==> src/rtl/pw_receiver.sv <==
module pw_receiver #(
  parameter int WORDS = 16,
  parameter int EXT_W = 4,
  parameter int CNT_W = 8
) (
  input  logic                 clk,
  input  logic                 rst_n,
  input  logic                 reg_we,
  input  logic [1:0]           reg_addr,
  input  logic [31:0]          reg_wdata,
  output logic [31:0]          reg_rdata,
  input  logic                 pkt_valid,
  input  logic [31:0]          pkt_data,
  input  logic                 pkt_err,
  output logic                 mem_we,
  output logic [31+EXT_W:0]    mem_addr,
  output logic [31:0]          mem_wdata,
  output logic                 irq,
  input  logic                 port1_err,
  input  logic                 port2_err,
  input  logic                 msg_err,
  output logic [31:0]          summary,
  output logic [CNT_W-1:0]     drop_cnt
);
  localparam int IDX_W = $clog2(WORDS);
  localparam int AW    = 32 + EXT_W;

  logic en, eie, qfie, sen;
  logic qf, te, qfi, pwd;
  logic capture;
  logic [31:0]      base_lo;
  logic [EXT_W-1:0] base_hi;
  logic [IDX_W-1:0] idx;

  wire busy       = idx != '0;
  wire last       = idx == IDX_W'(WORDS - 1);
  wire start      = pkt_valid && !busy;
  wire take_first = start && en && !qf;
  wire drop_first = start && en && qf;
  wire live       = take_first || (busy && capture && en);
  wire err_word   = pkt_valid && live && pkt_err;
  wire mode_wr    = reg_we && reg_addr == 2'd0;
  wire stat_wr    = reg_we && reg_addr == 2'd1;

  assign mem_we    = pkt_valid && live && !pkt_err;
  assign mem_wdata = pkt_data;
  assign mem_addr  = {base_hi, base_lo} + AW'({idx, 2'b00});
  assign irq       = (qfi && qfie) || (te && eie);

  always_comb begin
    summary     = '0;
    summary[0]  = irq;
    summary[1]  = msg_err;
    summary[31] = port1_err;
    summary[30] = port2_err;
  end

  always_comb begin
    reg_rdata = '0;
    case (reg_addr)
      2'd0: begin
        reg_rdata[0]  = en;
        reg_rdata[5]  = eie;
        reg_rdata[8]  = qfie;
        reg_rdata[20] = sen;
      end
      2'd1: begin
        reg_rdata[20] = qf;
        reg_rdata[7]  = te;
        reg_rdata[4]  = qfi;
        reg_rdata[3]  = pwd;
        reg_rdata[2]  = busy;
      end
      2'd2: reg_rdata = base_lo;
      default: reg_rdata[EXT_W-1:0] = base_hi;
    endcase
  end

  always_ff @(posedge clk) begin
    if (!rst_n) begin
      en <= 1'b0; eie <= 1'b0; qfie <= 1'b0; sen <= 1'b0;
      qf <= 1'b0; te <= 1'b0; qfi <= 1'b0; pwd <= 1'b0;
      capture <= 1'b0; idx <= '0;
      base_lo <= '0; base_hi <= '0; drop_cnt <= '0;
    end else begin
      if (mode_wr) begin
        en   <= reg_wdata[0];
        eie  <= reg_wdata[5];
        qfie <= reg_wdata[8];
        sen  <= reg_wdata[20];
      end
      if (reg_we && !en && reg_addr == 2'd2) base_lo <= reg_wdata;
      if (reg_we && !en && reg_addr == 2'd3) base_hi <= reg_wdata[EXT_W-1:0];

      if (pkt_valid && (busy || en)) idx <= IDX_W'(idx + 1'b1);
      if (start)                 capture <= take_first && !pkt_err;
      else if (err_word || !en)  capture <= 1'b0;

      if (mem_we && last)                 qf <= 1'b1;
      else if (mode_wr && reg_wdata[1])   qf <= 1'b0;

      if (mem_we && last)                 qfi <= 1'b0 | 1'b1;
      else if (stat_wr && reg_wdata[4])   qfi <= 1'b0;

      if (drop_first)                     pwd <= 1'b1;
      else if (stat_wr && reg_wdata[3])   pwd <= 1'b0;

      if (err_word)                       te <= 1'b1;
      else if (stat_wr && reg_wdata[7] && !en) te <= 1'b0;

      if (drop_first && drop_cnt != '1) drop_cnt <= drop_cnt + 1'b1;
    end
  end

  assert_no_write_when_full_R3: assert property (@(posedge clk) disable iff (!rst_n)
    mem_we |-> !qf);
  assert_full_raises_irq_flag_R3: assert property (@(posedge clk) disable iff (!rst_n)
    $rose(qf) |-> qfi);
  assert_cq_unlocks_R4: assert property (@(posedge clk) disable iff (!rst_n)
    (mode_wr && reg_wdata[1] && !(mem_we && last)) |=> !qf);
  assert_err_clear_disabled_R7: assert property (@(posedge clk) disable iff (!rst_n)
    $fell(te) |-> !$past(en));
  assert_write_needs_enable_R10: assert property (@(posedge clk) disable iff (!rst_n)
    mem_we |-> en);
  assert_err_no_store_R6: assert property (@(posedge clk) disable iff (!rst_n)
    (pkt_valid && pkt_err) |-> !mem_we);
endmodule

==> config.mk <==
export PLATFORM = sky130hd
export DESIGN_NAME = pw_receiver
export DESIGN_NICKNAME = d
export VERILOG_FILES = /design/src/rtl/pw_receiver.sv
export SDC_FILE = /design/constraint.sdc
export NUM_CORES = 1
export LEC_CHECK = 0
export BUFFER_PORTS_ARGS = -buffer_cell sky130_fd_sc_hd__buf_2
export CAP_MARGIN = 0
export CORE_ASPECT_RATIO = 0.6
export CORE_MARGIN = 4
export CORE_UTILIZATION = 40
export CTS_BUF_LIST = sky130_fd_sc_hd__clkbuf_16
export DETAILED_ROUTE_END_ITERATION = 12
export PLACE_DENSITY = 0.82
export SLEW_MARGIN = 20
export SYNTH_ARGS = -nofsm -noshare
export SYNTH_HDL_FRONTEND = slang
export SYNTH_SLANG_ARGS = --single-unit
==> constraint.sdc <==
create_clock -name clk -period 2.3 [get_ports clk]
set_input_delay 0.46 -clock clk [delete_from_list [all_inputs] [get_ports clk]]
set_output_delay 0.46 -clock clk [all_outputs]
set_load 0.005 [all_outputs]
# == Yosys cells after proc, flatten, opt, wreduce, memory -nomap -nowiden ==
# Index checks and enable logic that the tools add are counted.
# totals
regBits,57
wordCells,83
# classes
eq_ne,5
n_addsub,3
mux,21
reduce_logical,41
# op_table
operator,count
$add A36 B6 Y36,1
$logic_and A1 B1 Y1,25
$mux W11,2
$mux W1,11
$pmux W1 S2,5
$reduce_bool A2 Y1,5
$add A8 B1 Y8 const B,1
$ne A8 B8 Y1 const B,1
$pmux W1 S3,2
$pmux W2 S3,1
$add A4 B1 Y4 const B,1
$eq A2 B2 Y1 const B,2
$eq A4 B4 Y1 const B,1
$logic_not A1 Y1,4
$logic_or A1 B1 Y1,4
$reduce_bool A4 Y1,1
$eq A2 B1 Y1 const B,1
$logic_not A2 Y1,1
$reduce_or A2 Y1,1

# == Longest topological paths before layout ==
# Gate-level depths: netlist (run 1).
# logic_depth
depth_word,11
depth_mapped,8

# == Worst setup path before layout (run 1) ==
# No wires, ideal clock.
# synth_path
kind,register -> output
start,register idx[0]
end,output mem_addr[30]
stages_incl_launch_ff,8
t_arrival_ps,1846
path_slack_ps,-6
cell_sequence,dfxtp_1 ha_1 inv_1 fa_1 nor2b_1 o21ai_0 nor4_1 xor2_1
# synth_via
elab_chain_cells,1
# synth_rtl
element,line,rtl
"start, declared",33,logic [IDX_W-1:0] idx;
"start signal, assigned",95,if (pkt_valid && (busy || en)) idx <= IDX_W'(idx + 1'b1);
$add A36 B6 Y36,47,"assign mem_addr = {base_hi, base_lo} + AW'({idx, 2'b00});"
"end, declared",16,"output logic [31+EXT_W:0] mem_addr,"
# No other way between the ends.

# == Worst setup path after layout (run 1) ==
# layout_path
start,register idx[0]
end,output mem_addr[12]
# The elaborated chain is that of the path after synthesis.

==> impl_metrics.env, run 1 <==
export IMPL_status="complete, but fails checks"
export IMPL_violations="setup timing"
export IMPL_crit_type="reg -> out"
export IMPL_vdd_drop_max_uv=350.8
export IMPL_finalSetupViolations=31
export IMPL_dieWidth_um=137.2
export IMPL_clock_sinks=57
export IMPL_arrival_ps=2230
export IMPL_dp_hpwl_um=9605
export IMPL_cp_cell_sequence="ha_4 -> inv_2 -> fa_2 -> nor2b_4 -> buf_6 -> o21a_4 -> and3_4 -> xor2_1 -> buf_2"
export IMPL_htreeDepth=3
export IMPL_max_freq_ghz=0.3719
export IMPL_finalHoldViolations=0
export IMPL_critPathMaxStageDelay_ps=360
export IMPL_cp_startpoint="idx[0]"
export IMPL_synth_edf_count=0
export IMPL_cts_buffer_depth=2
export IMPL_switching_power_uw=674.2
export IMPL_ys_async_sr_fraction=0
export IMPL_place_congestion=0.9035
export IMPL_min_period_ps=2689
export IMPL_power_total_mw=2.636
export IMPL_grt_max_degree=47
export IMPL_diodes=0
export IMPL_final_max_slew_viol_count=0
export IMPL_worst_path_max_fanout=5
export IMPL_clkTransAtPathRegs_ps=50
export IMPL_synth_top_cell_by_area="dfxtp_1"
export IMPL_core_um2=9459
export IMPL_end_kind="primary output"
export IMPL_rows=27
export IMPL_dieArea_um2=11740
export IMPL_design_area_um2=5484
export IMPL_power_leakage_nw=2.618
export IMPL_fin_ws_ps=-389.1
export IMPL_p_per_area_nw_per_um2=480.7
export IMPL_synth_ff_type="dfxtp_1"
export IMPL_synth_seq_cells=57
export IMPL_synth_cells=514
export IMPL_cts_tree="built"
export IMPL_pin_count=216
export IMPL_antenna_found_initial=0
export IMPL_ys_seq_area_frac=0.2847
export IMPL_drv_cap=0
export IMPL_min_delay_start="reg_wdata[9]"
export IMPL_placed_area_um2=4553
export IMPL_synth_commonest_cells="92 x nand2_1, 66 x buf_4, 57 x dfxtp_1"
export IMPL_die_y_um=85.54
export IMPL_period_share=1.169
export IMPL_dp_cells=736
export IMPL_pwr_share_comb=0.113
export IMPL_nets=721
export IMPL_p_sw_frac=0.2558
export IMPL_clock_latency_ps=330
export IMPL_hold_class="in -> reg"
export IMPL_syn_area_per_cell_um2=7.797
export IMPL_synth_top_area_share=0.2847
export IMPL_ys_top_cells_by_area="dfxtp_1 28%, buf_4 12%, nand2_1 8.6%"
export IMPL_intPower_mw=1.962
export IMPL_ys_warn_count=0
export IMPL_drtAntennaViolNets=0
export IMPL_cp_required_ps=1840
export IMPL_routedWlPerCell_um=18.01
export IMPL_crit_path_top_delay_cell="dfxtp_4"
export IMPL_vias_per_cell=5.374
export IMPL_cts_inserted_buffers=9
export IMPL_synth_area_um2=4008
export IMPL_drt_iter0_markers=259
export IMPL_final_cells=768
export IMPL_portBuffers=117
export IMPL_grt_pass1_wl_um=19930
export IMPL_start_util=0.4237
export IMPL_grt_pass1_vias=3798
export IMPL_grt_use_total=0.2184
export IMPL_first_pass_iters=5
export IMPL_r2r_start="idx[0]"
export IMPL_clkPwrFrac=0.492
export IMPL_rsz0062_at_grt="yes"
export IMPL_gr_total_overflow=0
export IMPL_fin_skew_ps=9.417
export IMPL_vias=4127
export IMPL_drc=0
export IMPL_seq_power_share=0.396
export IMPL_wl_um=13830
export IMPL_area_growth_pct=36.84
export IMPL_synth_most_common_cell="nand2_1"
export IMPL_layout_drive_gt1_share=0.4342
export IMPL_root_buffer="clkbuf_16"
export IMPL_crit_path_start_kind="register"
export IMPL_ys_types=55
-- cell families (layout without fill, tap and decap cells) --
| group | after synthesis | after routing | synth area share |
|---|---|---|---|
| AOI/OAI and AO/OA | 86 | 87 | 0.1380 |
| xor gates and xnor gates | 35 | 35 | 0.07649 |
| adders and majority gates | 13 | 13 | 0.04246 |
| buffers and inverters | 108 | 204 | 0.1698 |
| DFF | 57 | 57 | 0.2847 |
| muxes | 3 | 3 | 0.007493 |
| other | 1 | 28 | 0.0009357 |
| and+or+nand+nor | 211 | 211 | 0.2800 |
-- area by class of cell --
class,instances,area [um^2]
multi-input cells,377,2734
clock buffers,9,225.2
repair buffers,174,1081
clock inverters,6,60.06
well taps,130,162.7
inverters,15,56.30
fillers,813,3975
flip-flops and latches,57,1165
-- flip-flops by register name (all words and copies together), names as in the netlist, 4 cells and up --
register  flops
base_lo      32
drop_cnt      8
base_hi       4
idx           4
-- metrics by stage --
step | hold slack, ps | TNS, ps | utilization | setup slack (ps)
3_3_place_gp | 447.4 | -1759 | 0.4813 | -238.4
3_5_place_dp | 470.6 | -3530 | 0.4813 | -343.5
6_report | 353.9 | -7899 | 0.5798 | -389.1
2_1_floorplan | 435.7 | -20.29 | - | -5.072
4_1_cts | 353.2 | -6591 | 0.5450 | -365.1
5_1_grt | 352.6 | -9851 | 0.5798 | -465.0
-- what timing repair did --
item,4_1_cts,5_1_grt
pin swaps,17,43
setup endpoints to repair,32,34
cloned,1,0
endpoints found under the hold margin,0,0
gates resized for setup,56,54
hold buffers,0,0
setup buffers,6,10
-- worst max-delay path: cells and delay by family (launching register included) --
family | cells | cell delay (ps)
flip-flops | 1 | 360
AO/OA/AOI/OAI | 1 | 170
XOR/XNOR | 1 | 130
AND/OR/NAND/NOR | 2 | 420
adder cells (fa/ha/maj) | 2 | 500
buffers and inverters | 3 | 310
-- layer usage --
metal / GRT usage / routed length [um]
met5: 0 / 0
met4: 0.05525 / 233
met3: 0.06975 / 1466
met2: 0.3139 / 6111
met1: 0.3148 / 6019
-- cells in the final DEF, fill, tap and decap left out, types with 4 or more instances in the layout --
master	instances
dfxtp_1	42
a21oi_1	41
a211oi_2	5
o21ai_4	4
xor2_1	21
buf_6	8
a22oi_1	5
xnor2_1	10
nand2_1	90
a31o_2	4
and3_1	6
ha_4	4
buf_4	46
dfxtp_2	13
conb_1	28
ha_1	6
o21ai_0	5
clkbuf_16	9
and2_1	26
nand4_1	9
buf_2	117
nor4_4	6
nor2_1	13
inv_1	12
nand3_1	18
nand3_2	4
-- power groups by stage --
stage | combinational, mW | sequential [mW] | clock (mW)
after floorplan | 0.221 | 1.05 | 0
after global placement | 0.264 | 1.06 | 0
after detailed placement | 0.270 | 1.06 | 0
after CTS | 0.279 | 1.04 | 1.31
after global routing | 0.323 | 1.05 | 1.36
final | 0.297 | 1.04 | 1.30
-- path summary, 6_finish.rpt --
kind	end	slack (ps)	cells after the start
worst max-delay path	mem_addr[12]	-390	9
worst min-delay path	base_lo[9]	350	3
worst max register to register	drop_cnt[7]	160	8
worst min register to register	eie	480	2
(Power assumes the default switching activity.)
==> run 2: changes to the inputs <==
Settings changed: CORE_UTILIZATION 40 to 41, PLACE_DENSITY 0.82 to 0.83, SLEW_MARGIN 20 to unset.
==> run 2 against run 1 <==
Net effect: the flow still finishes with violations (setup timing); maximum frequency rose by 1.3%; clock skew is 2.6 ps lower; cell area fell by 3.7%; largest cell class unchanged; non-clock buffer count decreased by 6; critical endpoint is now mem_addr[34]; critical path type unchanged.
==> impl_metrics.env, run 2 (same netlist as run 1, synthesis figures left out) <==
export IMPL_antenna_found_initial=0
export IMPL_busiest_layer="met2"
export IMPL_cp_startpoint="base_lo[2]"
export IMPL_layout_drive_gt1_share=0.3972
export IMPL_portBuffers=117
export IMPL_cts_tree="built"
export IMPL_core_um2=9358
export IMPL_finalHoldViolations=0
export IMPL_ff2ff_path_depth=9
export IMPL_root_buffer="clkbuf_16"
export IMPL_post_place_ws_ps=-290.2
export IMPL_cts_inserted_buffers=9
export IMPL_final_max_slew_viol_count=0
export IMPL_largest_reg_flops=32
export IMPL_layout_commonest_cell="buf_2"
export IMPL_end_kind="primary output"
export IMPL_cts_hold_buf=0
export IMPL_clock_latency_ps=340
export IMPL_die_y_um=84.58
export IMPL_rsz0062_at_grt="yes"
export IMPL_drc=0
export IMPL_cp_required_ps=1840
export IMPL_min_delay_start="reg_wdata[14]"
export IMPL_vdd_drop_max_uv=380.1
export IMPL_use_met3=0.1024
export IMPL_first_pass_iters=7
export IMPL_p_per_area_nw_per_um2=474.2
export IMPL_reg2reg_slack_ps=150
export IMPL_vias_per_cell=5.374
export IMPL_endpoint="mem_addr[34]"
export IMPL_vias=4095
export IMPL_grt_pass1_wl_um=20900
export IMPL_worst_path_max_fanout=5
export IMPL_multi_input_area_um2=2625
export IMPL_drv_cap=0
export IMPL_rows=27
export IMPL_grt_util_met1=0.3109
export IMPL_gr_total_overflow=0
export IMPL_power_leakage_nw=2.536
export IMPL_crit_path_start_kind="register"
export IMPL_reg_top3="base_lo: 32 flops, drop_cnt: 8 flops"
export IMPL_dieWidth_um=135.6
export IMPL_min_period_ps=2655
export IMPL_grt_use_total=0.2322
export IMPL_largest_register="base_lo"
export IMPL_diodes=0
export IMPL_area_growth_pct=31.85
export IMPL_place_congestion=0.9210
export IMPL_crit_type="reg -> out"
export IMPL_fin_ws_ps=-354.5
export IMPL_clkTransAtPathRegs_ps=50
export IMPL_hold_class="in -> reg"
export IMPL_dieArea_um2=11470
export IMPL_max_freq_ghz=0.3767
export IMPL_violations="setup timing"
export IMPL_routedWlPerCell_um=17.75
export IMPL_grt_max_degree=47
export IMPL_clock_sinks=57
export IMPL_ff_latch_area_um2=1162
export IMPL_arrival_ps=2190
export IMPL_groute_layer_met2_usage=0.3303
export IMPL_pin_count=216
export IMPL_num_fill_cells=827
export IMPL_nets=714
export IMPL_dp_hpwl_um=9578
export IMPL_r2r_end="drop_cnt[7]"
export IMPL_r2r_start="idx[0]"
export IMPL_wl_um=13530
export IMPL_layout_common_cells="117 x buf_2, 91 x nand2_1, 46 x dfxtp_1, 42 x buf_4, 41 x a21oi_1"
export IMPL_drtAntennaViolNets=0
export IMPL_power_total_mw=2.506
export IMPL_fin_skew_ps=6.822
export IMPL_htreeDepth=3
export IMPL_start_util=0.4283
export IMPL_finalSetupViolations=31
export IMPL_cts_buffer_depth=2
export IMPL_grt_pass1_vias=3976
export IMPL_period_share=1.154
export IMPL_status="complete, but fails checks"
export IMPL_drt_iter0_markers=360
[run 2: cell count changes in the layout (fill, tap and decap cells not counted), sizes merged]
cell,previous run,this run
buf,174,168
bufinv,1,0
clkinv,5,6
clkinvlp,1,0
inv,14,16
o21a,4,3
[run 2: worst max-delay path: stages, from the launching register on]
cell and delay [ps]:
dfxtp_2 350, ha_4 140, inv_2 30, fa_2 360
nor2b_4 190, o21ai_4 130, nor4_4 310, xor2_1 210
buf_2 140
[run 2: layout make-up]
cell class,instances,share of cell area
multi-input cells,376,0.4968
flip-flops and latches,57,0.2200
repair buffers,168,0.1930
clock buffers,9,0.04262
well taps,130,0.03078
inverters,15,0.01113
clock inverters,7,0.005683
[run 2: stage by stage]
stage / std cells / hold slack (ps) / area, um^2 / setup TNS [ps] / utilization
after global routing: 762 / 357.2 / 5284 / -8950 / 0.5646
after global placement: 736 / 447.8 / 4553 / -1136 / 0.4866
after detailed placement: 736 / 457.3 / 4553 / -2359 / 0.4866
after floorplan: 541 / 435.7 / 4109 / -20.29 / -
final: 762 / 360.3 / 5284 / -6545 / 0.5646
after CTS: 757 / 357.2 / 5132 / -6034 / 0.5485
[run 2: metal layers]
layer  part of all wire  up-vias
li1                   -     1883
met1               0.41     1914
met2               0.43      266
met3               0.13       32
met4              0.022        0
met5                  0        -
[run 2: worst min-delay path by stage]
stage,end,depth (start not counted)
floorplan,sen,2
global placement,sen,2
detailed placement,sen,2
CTS,base_lo[16],3
global route,base_lo[16],3
finish,base_lo[14],3
[run 2: timing repair]
item,in CTS,in global routing
setup endpoints to repair,32,33
gates resized for setup,61,25
endpoints found under the hold margin,0,0
buffers inserted,7,6
pin swaps,23,33
[run 2: where the power goes]
group          switching [mW]  internal [mW]
logic                   0.173          0.127
registers              0.0275           1.01
clock network           0.461          0.705
